### src/rtl/probe_pkg.sv
package probe_pkg;
  localparam int CNT_W = 16;

  localparam logic [15:0] SYNC_TAG   = 16'hAA77;
  localparam logic [31:0] ASYNC_WORD = 32'hAA001111;

  localparam logic [7:0] CMD_PAD  = 8'h00;
  localparam logic [7:0] CMD_WR   = 8'h01;
  localparam logic [7:0] CMD_RD   = 8'h02;
  localparam logic [7:0] CMD_RDX  = 8'h03;
  localparam logic [7:0] CMD_DL   = 8'h06;
  localparam logic [7:0] RPL_STAT = 8'h10;
  localparam logic [7:0] RPL_DATA = 8'h11;

  localparam logic [2:0] ERR_INTERNAL = 3'd1;

  typedef enum logic [1:0] {OUT_STAT, OUT_RHDR, OUT_RDAT} outSel_e;

  typedef struct packed {
    logic       openTxn;
    logic       takeWord;
    logic       loadHdr;
    logic       takeData;
    logic       takeRd;
    logic       decRemain;
    logic       incCmd;
    logic       setErr;
    logic [2:0] errCode;
    logic       addrPhase;
    outSel_e    outSel;
  } ctlStrobe_t;
endpackage

### src/rtl/probe_dp.sv
module probe_dp
  import probe_pkg::*;
#(
  parameter int MAX_WORDS = 1024
) (
  input  logic             clk,
  input  logic             rstN,
  input  ctlStrobe_t       ctl,
  input  logic [31:0]      inData,
  input  logic             inLast,
  input  logic [31:0]      rdData,
  output logic [7:0]       hdrCmd,
  output logic             remainIsOne,
  output logic             remainIsZero,
  output logic             lastSeen,
  output logic             wordsFull,
  output logic [7:0]       errCode,
  output logic             reqWrite,
  output logic             reqAp,
  output logic [1:0]       reqReg,
  output logic [31:0]      reqWdata,
  output logic [31:0]      outData
);
  localparam int WC_W = $clog2(MAX_WORDS + 1);

  logic [7:0]       cmdR;
  logic             apR;
  logic [1:0]       regR;
  logic [CNT_W-1:0] argR;
  logic [CNT_W-1:0] remR;
  logic [CNT_W-1:0] cmdCnt;
  logic [WC_W-1:0]  wordCnt;
  logic [7:0]       errR;
  logic             lastR;
  logic [31:0]      dataR;
  logic [31:0]      rdR;

  always_ff @(posedge clk) begin
    if (!rstN) begin
      cmdR    <= CMD_PAD;
      apR     <= 1'b0;
      regR    <= '0;
      argR    <= '0;
      remR    <= '0;
      cmdCnt  <= '0;
      wordCnt <= '0;
      errR    <= '0;
      lastR   <= 1'b0;
      dataR   <= '0;
      rdR     <= '0;
    end else begin
      if (ctl.takeWord) lastR <= inLast;
      if (ctl.openTxn) begin
        wordCnt <= WC_W'(1);
        cmdCnt  <= '0;
      end else if (ctl.takeWord && !ctl.setErr && errR == 8'd0) begin
        wordCnt <= wordCnt + 1'b1;
      end
      if (ctl.setErr && (errR == 8'd0 || ctl.openTxn)) errR <= {5'd0, ctl.errCode};
      else if (ctl.openTxn) errR <= '0;
      if (ctl.loadHdr) begin
        cmdR <= inData[31:24];
        apR  <= inData[17];
        regR <= inData[19:18];
        argR <= inData[CNT_W-1:0];
        remR <= inData[CNT_W-1:0];
      end else if (ctl.decRemain) begin
        remR <= remR - 1'b1;
      end
      if (ctl.takeData) dataR <= inData;
      if (ctl.takeRd)   rdR   <= rdData;
      if (ctl.incCmd)   cmdCnt <= cmdCnt + 1'b1;
    end
  end

  assign hdrCmd       = cmdR;
  assign remainIsOne  = (remR == CNT_W'(1));
  assign remainIsZero = (remR == '0);
  assign lastSeen     = lastR;
  assign wordsFull    = (wordCnt >= WC_W'(MAX_WORDS));
  assign errCode      = errR;

  // Download traffic is forced to access-port writes, address then data register
  always_comb begin
    reqWrite = (cmdR == CMD_WR) || (cmdR == CMD_DL);
    if (cmdR == CMD_DL) begin
      reqAp  = 1'b1;
      reqReg = ctl.addrPhase ? 2'd1 : 2'd3;
    end else begin
      reqAp  = apR;
      reqReg = regR;
    end
  end
  assign reqWdata = dataR;

  always_comb begin
    unique case (ctl.outSel)
      OUT_RHDR: outData = {RPL_DATA, 8'h00, argR};
      OUT_RDAT: outData = rdR;
      default:  outData = {RPL_STAT, errR, cmdCnt};
    endcase
  end

  AST_NO_OVERFLOW: assert property (@(posedge clk) disable iff (!rstN)
    wordCnt <= WC_W'(MAX_WORDS));
  AST_ERR_STICKY: assert property (@(posedge clk) disable iff (!rstN)
    (errR != 8'd0 && !ctl.openTxn) |=> errR == $past(errR));
endmodule

### src/rtl/probe_ctl.sv
module probe_ctl
  import probe_pkg::*;
(
  input  logic        clk,
  input  logic        rstN,
  input  logic [31:0] inData,
  input  logic        inValid,
  input  logic        inLast,
  output logic        inReady,
  output logic        reqValid,
  input  logic        reqAck,
  input  logic [2:0]  reqErr,
  output logic        outValid,
  input  logic        outReady,
  input  logic [7:0]  hdrCmd,
  input  logic        remainIsOne,
  input  logic        remainIsZero,
  input  logic        lastSeen,
  input  logic        wordsFull,
  input  logic [7:0]  errCode,
  output ctlStrobe_t  ctl
);
  typedef enum logic [3:0] {
    S_OPEN, S_HDR, S_WDATA, S_DADDR, S_REQ, S_AREQ, S_RHDR, S_RDAT, S_DRAIN, S_STAT
  } state_e;

  state_e state, nextState;
  logic   openerOk;
  logic   argZero;

  assign openerOk = (inData[31:16] == SYNC_TAG) || (inData == ASYNC_WORD);
  assign argZero  = (inData[CNT_W-1:0] == '0);

  always_comb begin
    ctl       = '0;
    ctl.outSel = OUT_STAT;
    inReady   = 1'b0;
    reqValid  = 1'b0;
    outValid  = 1'b0;
    nextState = state;
    unique case (state)
      S_OPEN: begin
        inReady = 1'b1;
        if (inValid) begin
          ctl.takeWord = 1'b1;
          ctl.openTxn  = 1'b1;
          if (openerOk) nextState = inLast ? S_STAT : S_HDR;
          else begin
            ctl.setErr = 1'b1; ctl.errCode = ERR_INTERNAL;
            nextState = inLast ? S_STAT : S_DRAIN;
          end
        end
      end
      S_HDR: begin
        inReady = 1'b1;
        if (inValid) begin
          ctl.takeWord = 1'b1;
          if (wordsFull) begin
            ctl.setErr = 1'b1; ctl.errCode = ERR_INTERNAL;
            nextState = inLast ? S_STAT : S_DRAIN;
          end else begin
            ctl.loadHdr = 1'b1;
            unique case (inData[31:24])
              CMD_PAD: nextState = inLast ? S_STAT : S_HDR;
              CMD_WR: begin
                if (argZero) begin
                  ctl.incCmd = 1'b1;
                  nextState = inLast ? S_STAT : S_HDR;
                end else if (inLast) begin
                  ctl.setErr = 1'b1; ctl.errCode = ERR_INTERNAL;
                  nextState = S_STAT;
                end else nextState = S_WDATA;
              end
              CMD_RD: nextState = S_RHDR;
              CMD_RDX: begin
                if (argZero) begin
                  ctl.incCmd = 1'b1;
                  nextState = inLast ? S_STAT : S_HDR;
                end else nextState = S_REQ;
              end
              CMD_DL: begin
                if (inLast) begin
                  ctl.setErr = 1'b1; ctl.errCode = ERR_INTERNAL;
                  nextState = S_STAT;
                end else nextState = S_DADDR;
              end
              default: begin
                ctl.setErr = 1'b1; ctl.errCode = ERR_INTERNAL;
                nextState = inLast ? S_STAT : S_DRAIN;
              end
            endcase
          end
        end
      end
      S_WDATA, S_DADDR: begin
        inReady = 1'b1;
        if (inValid) begin
          ctl.takeWord = 1'b1;
          if (wordsFull) begin
            ctl.setErr = 1'b1; ctl.errCode = ERR_INTERNAL;
            nextState = inLast ? S_STAT : S_DRAIN;
          end else begin
            ctl.takeData = 1'b1;
            nextState = (state == S_DADDR) ? S_AREQ : S_REQ;
          end
        end
      end
      S_REQ, S_AREQ: begin
        reqValid      = 1'b1;
        ctl.addrPhase = (state == S_AREQ);
        if (reqAck) begin
          if (reqErr != 3'd0) begin
            ctl.setErr = 1'b1; ctl.errCode = reqErr;
            nextState = lastSeen ? S_STAT : S_DRAIN;
          end else if (state == S_AREQ) begin
            if (remainIsZero) begin
              ctl.incCmd = 1'b1;
              nextState = lastSeen ? S_STAT : S_HDR;
            end else if (lastSeen) begin
              ctl.setErr = 1'b1; ctl.errCode = ERR_INTERNAL;
              nextState = S_STAT;
            end else nextState = S_WDATA;
          end else begin
            ctl.decRemain = 1'b1;
            if (hdrCmd == CMD_RD) begin
              ctl.takeRd = 1'b1;
              nextState = S_RDAT;
            end else if (remainIsOne) begin
              ctl.incCmd = 1'b1;
              nextState = lastSeen ? S_STAT : S_HDR;
            end else if (hdrCmd == CMD_RDX) begin
              nextState = S_REQ;
            end else if (lastSeen) begin
              ctl.setErr = 1'b1; ctl.errCode = ERR_INTERNAL;
              nextState = S_STAT;
            end else nextState = S_WDATA;
          end
        end
      end
      S_RHDR, S_RDAT: begin
        outValid   = 1'b1;
        ctl.outSel = (state == S_RHDR) ? OUT_RHDR : OUT_RDAT;
        if (outReady) begin
          if (remainIsZero) begin
            ctl.incCmd = 1'b1;
            nextState = lastSeen ? S_STAT : S_HDR;
          end else nextState = S_REQ;
        end
      end
      S_DRAIN: begin
        inReady = 1'b1;
        if (inValid) begin
          ctl.takeWord = 1'b1;
          if (inLast) nextState = S_STAT;
        end
      end
      default: begin
        outValid = 1'b1;
        if (outReady) nextState = S_OPEN;
      end
    endcase
  end

  always_ff @(posedge clk) begin
    if (!rstN) state <= S_OPEN;
    else       state <= nextState;
  end

  AST_ONE_ACTIVE: assert property (@(posedge clk) disable iff (!rstN)
    $onehot0({inReady, reqValid, outValid}));
  AST_NO_REQ_AFTER_ERR: assert property (@(posedge clk) disable iff (!rstN)
    errCode != 8'd0 |-> !reqValid);
endmodule

### src/rtl/probe_cmd_parser.sv
module probe_cmd_parser
  import probe_pkg::*;
#(
  parameter int MAX_WORDS = 1024
) (
  input  logic        clk,
  input  logic        rstN,
  input  logic [31:0] inData,
  input  logic        inValid,
  input  logic        inLast,
  output logic        inReady,
  output logic        reqValid,
  input  logic        reqAck,
  input  logic [2:0]  reqErr,
  output logic        reqWrite,
  output logic        reqAp,
  output logic [1:0]  reqReg,
  output logic [31:0] reqWdata,
  input  logic [31:0] rdData,
  output logic [31:0] outData,
  output logic        outValid,
  input  logic        outReady
);
  ctlStrobe_t ctl;
  logic [7:0] hdrCmd;
  logic [7:0] errCode;
  logic       remainIsOne, remainIsZero, lastSeen, wordsFull;

  probe_ctl u_ctl (
    .clk(clk), .rstN(rstN),
    .inData(inData), .inValid(inValid), .inLast(inLast), .inReady(inReady),
    .reqValid(reqValid), .reqAck(reqAck), .reqErr(reqErr),
    .outValid(outValid), .outReady(outReady),
    .hdrCmd(hdrCmd), .remainIsOne(remainIsOne), .remainIsZero(remainIsZero),
    .lastSeen(lastSeen), .wordsFull(wordsFull), .errCode(errCode),
    .ctl(ctl)
  );

  probe_dp #(.MAX_WORDS(MAX_WORDS)) u_dp (
    .clk(clk), .rstN(rstN), .ctl(ctl),
    .inData(inData), .inLast(inLast), .rdData(rdData),
    .hdrCmd(hdrCmd), .remainIsOne(remainIsOne), .remainIsZero(remainIsZero),
    .lastSeen(lastSeen), .wordsFull(wordsFull), .errCode(errCode),
    .reqWrite(reqWrite), .reqAp(reqAp), .reqReg(reqReg), .reqWdata(reqWdata),
    .outData(outData)
  );

  AST_REQ_HOLD: assert property (@(posedge clk) disable iff (!rstN)
    (reqValid && !reqAck) |=> reqValid && $stable({reqWrite, reqAp, reqReg, reqWdata}));
  AST_OUT_HOLD: assert property (@(posedge clk) disable iff (!rstN)
    (outValid && !outReady) |=> outValid && $stable(outData));
endmodule

### config.mk
export PLATFORM = sky130hd
export DESIGN_NAME = probe_cmd_parser
export DESIGN_NICKNAME = d
export VERILOG_FILES = /design/src/rtl/probe_pkg.sv /design/src/rtl/probe_dp.sv /design/src/rtl/probe_ctl.sv /design/src/rtl/probe_cmd_parser.sv
export SDC_FILE = /design/constraint.sdc
export NUM_CORES = 1
export LEC_CHECK = 0
export BUFFER_PORTS_ARGS = -buffer_cell sky130_fd_sc_hd__buf_2
export CORE_UTILIZATION = 55
export CTS_BUF_LIST = sky130_fd_sc_hd__clkbuf_2
export CTS_CLUSTER_DIAMETER = 80
export CTS_CLUSTER_SIZE = 25
export DETAILED_ROUTE_END_ITERATION = 6
export MAX_ROUTING_LAYER = met4
export PLACE_DENSITY_LB_ADDON = 0.08
export SKIP_CTS_REPAIR_TIMING = 1
export SLEW_MARGIN = 15
export SYNTH_ARGS = -nofsm -noshare
export SYNTH_HDL_FRONTEND = slang
export SYNTH_SLANG_ARGS = --single-unit
### constraint.sdc
create_clock -name clk -period 3.4 [get_ports clk]
set_input_delay 0.34 -clock clk [delete_from_list [all_inputs] [get_ports clk]]
set_output_delay 0.34 -clock clk [all_outputs]
set_load 0.1 [all_outputs]
# == Yosys cells after proc, flatten, opt, wreduce, memory -nomap -nowiden ==
# Cells that the tools add are included.
# totals
out_inout_bits,71
ff_bits,142
# op_classes
n_mux,86
n_reduce_logical,28
n_eq_ne,28
bitwise_logic,1
order_cmp,1
n_addsub,3
# ops
cell,count
2-to-1 mux 4 bit,37
2-to-1 mux 16 bit,4
case mux 32 bit (2 select lines),1
"equality test 32 bit, second input constant",1
"equality test 8 x 2 -> 1 bit, second input constant",4
logical NOT 16 bit,2
case mux 4 bit (6 select lines),1
2-to-1 mux 1 bit,23
case mux 4 bit (5 select lines),1
"adder 16 x 1 -> 16 bit, second input constant",1
"equality test 16 x 1 -> 1 bit, second input constant",1
"equality test 16 bit, second input constant",1
"equality test 4 x 3 -> 1 bit, second input constant",4
"equality test 8 x 1 -> 1 bit, second input constant",2
"equality test 8 x 3 -> 1 bit, second input constant",2
logical NOT 8 bit,2
2-to-1 mux 2 bit,8
case mux 4 bit (4 select lines),1
"subtractor 16 x 1 -> 16 bit, second input constant",1
2-to-1 mux 5 bit,3
"inequality test 2 bit, second input constant",7
case mux 4 bit (3 select lines),1
"adder 11 x 1 -> 11 bit, second input constant",1
">= comparator 11 bit, second input constant",1
21 further kinds,37

# == Longest topological paths before layout ==
# depth
word_depth,13
mapped_depth,11
ltp_nobuf,9

# == Hierarchy ==
# From an unflattened synthesis, not the netlist that was laid out.
# hier_totals
cells_unflattened,835
hier_area_um2,7163.1
# by_module_without_submodules
module,n_inst,area_per_inst_um2,cells_per_inst
probe_dp,1,6095.8,676
probe_ctl,1,1067.3,159

# == Worst setup path after synthesis ==
# Ideal clock, no wire load.
# synth_path
kind,register -> output
from,register u_dp.cmdR[3] (netlist: u_dp.hdrCmd[3])
to,output port reqWrite
t_arrival_ns,3.150
n_path_buf,0
stages_incl_launch_ff,3
slack_ns,-0.090
cell_sequence,dfxtp_1 or4_1 a211oi_1
# synth_between
elab_chain_cells,2
word_cells_on_any_way,3
# synth_lines
item,line,rtl
start: declaration,probe_dp.sv:26,logic [7:0] cmdR;
start signal: assignment,probe_dp.sv:62,cmdR <= inData[31:24];
equality test 8 x 1 -> 1 bit or equality test 8 x 3 -> 1 bit (tied branches),probe_dp.sv:85,reqWrite = (cmdR == CMD_WR) || (cmdR == CMD_DL);
logical OR 1 bit *,probe_dp.sv:85,
end: declaration,probe_cmd_parser.sv:15,"output logic reqWrite,"
# Mark *: on every way between the ends. The rest lies on a longest branch, timed or not.

# == Worst setup path after layout ==
# layout_path
from,register u_dp.cmdR[3] (netlist: u_dp.hdrCmd[3])
to,output port reqReg[1]
# layout_between
elab_chain_cells,2
# layout_lines
item,line,rtl
equality test 8 x 3 -> 1 bit,probe_dp.sv:86,if (cmdR == CMD_DL) begin
2-to-1 mux 2 bit,probe_dp.sv:86,
end: declaration,probe_cmd_parser.sv:17,"output logic [1:0] reqReg,"
# No other way between the ends.

==> run metrics <==
# Max-Cap Violations=0; CTS Buf Count=17; Post-Route WL=~20000 microns; GP Congestion=roughly 0.90; Synth top area share=41.80%; Critical Path End Type=output port; WHS=roughly 0.068 ns; nature of the critical path startpoint=flop; Mapped Area=0.006800 sq mm; Routed Antenna Nets=0; Total Power=between 4 and 5 mW; Synth async-reset ratio=0%; R2R Path End=u_dp.cmdCnt[15]; Post-layout nets=~1200; synth unique cells=67; relative slew slack=between 40% and 50%; number of enable flip-flop cells after synthesis=0; Top FF cell, synth=dfxtp_1; post-DR wirelength/cell=approximately 16 microns; vias in the first global route=slightly below 6000; CTS tree=done; Area Growth Syn to Fin=25.83%; Worst Setup Path Type=flop to output port; die width=around 110 microns; post-route setup TNS=0 ns; Crit Path Max Fanout=4; cell type with the largest total area after synthesis=dfxtp_1; DIE HEIGHT=around 110 microns; outcome=finished clean; clock period minus worst slack=around 3.2 ns; share of cells above drive strength 1=19.35%; Port Buf Inserts=143; drt first pass iters=6; Tcrit/Tclk final=between 90% and 100%; Hold Path Depth=4; R2R depth=9; worst-margin pin slew=approximately 0.76 ns; synth top area cells=dfxtp_1, nand2_1, a21oi_1; unrepaired setup endpoints after global routing=false; number of fill cells=approximately 1000; Worst-Skew Late Latency=0.76 ns; CP peak stage delay=~0.65 ns; clock sink count=about 140; Reg area=0.002844 sq mm; pre-CTS WS=0.6110 ns; drt drc=0; Worst Hold End=u_dp.lastSeen; Synth Net Count=roughly 980; Worst Hold Class=input port to flop; # H-tree levels=4; post-synthesis sequential area ratio=approximately two fifths; root buf cell=clkbuf_2; critical hold path startpoint=inValid; 1st-iter DRT viols=672; slack of the critical path=approximately 0.21 ns; Worst-path clk slew=about 0.20 ns; global-route wire length before repair=roughly 30000 microns; total grt overflow=0; Util after Layout=71.24%; # rows=40; area of the core=0.01201 sq mm; initial antenna violation count=1; CP arrival=about 2.9 ns; VDD IR-drop max=around 0.43 mV; worst path cell trace=or4_1, nor3_1, nor2_1, a31oi_1, buf_2; Req. time, crit path=a little over 3 ns; Setup Skew=~0.025 ns; Final setup viols=0; power per cell area=498.6 mW/mm^2; Crit Reg-Reg Startpoint=u_dp.remR[1]; die area=approximately 0.013 sq mm; Clock Path Buffers=2; Pleak=approximately 3.3 nW; slowest CP cell=or4_1; Multi-input gate area=~0.0037 sq mm; Final Hold Viols=0; total track usage=about 31%; FF+latch count, synth=roughly 140; Synth Instances=about 900; Vias=just over 7000; HPWL Detailed=~13000 microns; Starting Density=a little under three fifths; f_max=between 300 and 400 MHz; Via density=5.777; YS warnings=0; final slew viol count=0; I/O pin count=144; syn_area_per_cell=approximately 7.6 sq um; flop2flop setup slack=0.67 ns; largest net degree at the start of global routing=between 100 and 150
cell type report:
cell class              instances  area share, %
multi-input cells             692          43.50
clock inverters                15          1.901
well taps                     147          2.149
inverters                       9         0.4094
flip-flops and latches        142          33.24
diodes                          1        0.02924
clock buffers                  17         0.9943
repair buffers                226          17.78
stage by stage:
| stage | cell area, sq um | std cells |
|---|---|---|
| after detailed placement | 7626 | 1148 |
| after global placement | 7626 | 1148 |
| after floorplan | 6805 | 898 |
| after global routing | 8557 | 1249 |
| final | 8557 | 1249 |
| after CTS | 7874 | 1180 |
worst max-delay path: cells and delay by family, from the launching register on:
family,cells,cell delay [ns]
AND/OR/NAND/NOR,3,1.16
AO/OA/AOI/OAI,1,0.14
flip-flops,1,0.36
buffers and inverters,1,0.45
power by group:
group / switching, mW / internal (mW)
Clock: 0.671 / 0.349
Combinational: 0.914 / 0.452
Sequential: 0.118 / 1.76
Total: 1.70 / 2.56
per-layer routing:
layer	GRT usage, %	part of all wire (%)	up-vias
li1	-	-	3522
met1	41.48	44	3377
met2	45.03	47	274
met3	6.320	6.5	42
met4	11.40	2.2	0
met5	-	0	-
cell usage after synthesis (4+ instances only):
cell and n:
nor4_1 11, a211oi_1 4, nor2_1 57, nand4_1 9, o311ai_0 4, mux2i_1 21
nand2_1 227, xor2_1 4, or3_1 15, nand3_1 17, nand2b_1 15, dfxtp_1 142
o21ai_0 44, and3_1 19, ha_1 5, inv_1 7, and2_1 6, nor3_1 15
a21oi_1 137, clkbuf_1 49, o31ai_1 5, or4_1 7, nor3b_1 5, or2_2 4
a31oi_1 8
cells in the final DEF, fill, tap and decap left out, types with 6 or more instances in the layout:
cell type | synthesis | final
nand2_1 | 227 | 227
buf_2 | 3 | 143
dfxtp_1 | 142 | 141
a21oi_1 | 137 | 137
dlygate4sd3_1 | 0 | 68
nor2_1 | 57 | 56
o21ai_0 | 44 | 44
mux2i_1 | 21 | 21
and3_1 | 19 | 19
nand3_1 | 17 | 17
clkbuf_2 | 0 | 17
or3_1 | 15 | 15
nand2b_1 | 15 | 15
nor3_1 | 15 | 14
buf_4 | 1 | 14
nor4_1 | 11 | 11
nand4_1 | 9 | 9
a31oi_1 | 8 | 8
inv_1 | 7 | 7
or4_1 | 7 | 7
and2_1 | 6 | 6
cell families (layout without fill, tap and decap cells):
family | count (synthesis) | count (layout) | share of synthesized area, %
AOI/OAI and AO/OA | 229 | 229 | 19.25
xor gates and xnor gates | 6 | 6 | 0.7728
adders and majority gates | 5 | 5 | 0.9200
buffers and inverters | 64 | 267 | 3.643
DFF | 142 | 142 | 41.80
muxes | 22 | 22 | 3.257
other | 0 | 1 | 0
and+or+nand+nor | 430 | 430 | 30.36
worst max-delay path by stage:
stage                               from              end  slack (ns)  cells past startpoint
after floorplan           u_ctl.state[0]      outData[10]        0.03                      5
after global placement        inData[15]  u_dp.cmdCnt[15]        0.67                      8
after detailed placement      inData[18]  u_dp.wordCnt[7]        0.61                      9
after CTS                 u_dp.hdrCmd[3]        reqReg[1]        0.18                      5
after global routing      u_dp.hdrCmd[3]        reqReg[1]        0.03                      5
final                     u_dp.hdrCmd[3]        reqReg[1]        0.21                      5
registers in the layout, summed over array words and instances, names as in the netlist:
| name | flops |
|---|---|
| u_dp.errCode | 3 |
| u_dp.reqWdata | 32 |
| u_dp.lastSeen | 1 |
| u_dp.regR | 2 |
| u_dp.argR | 16 |
| u_dp.rdR | 32 |
| u_dp.cmdCnt | 16 |
| u_dp.wordCnt | 11 |
| u_dp.remR | 16 |
| u_ctl.state | 4 |
| u_dp.apR | 1 |
| u_dp.hdrCmd | 8 |
Note: power is estimated with default switching activity, not from simulation.
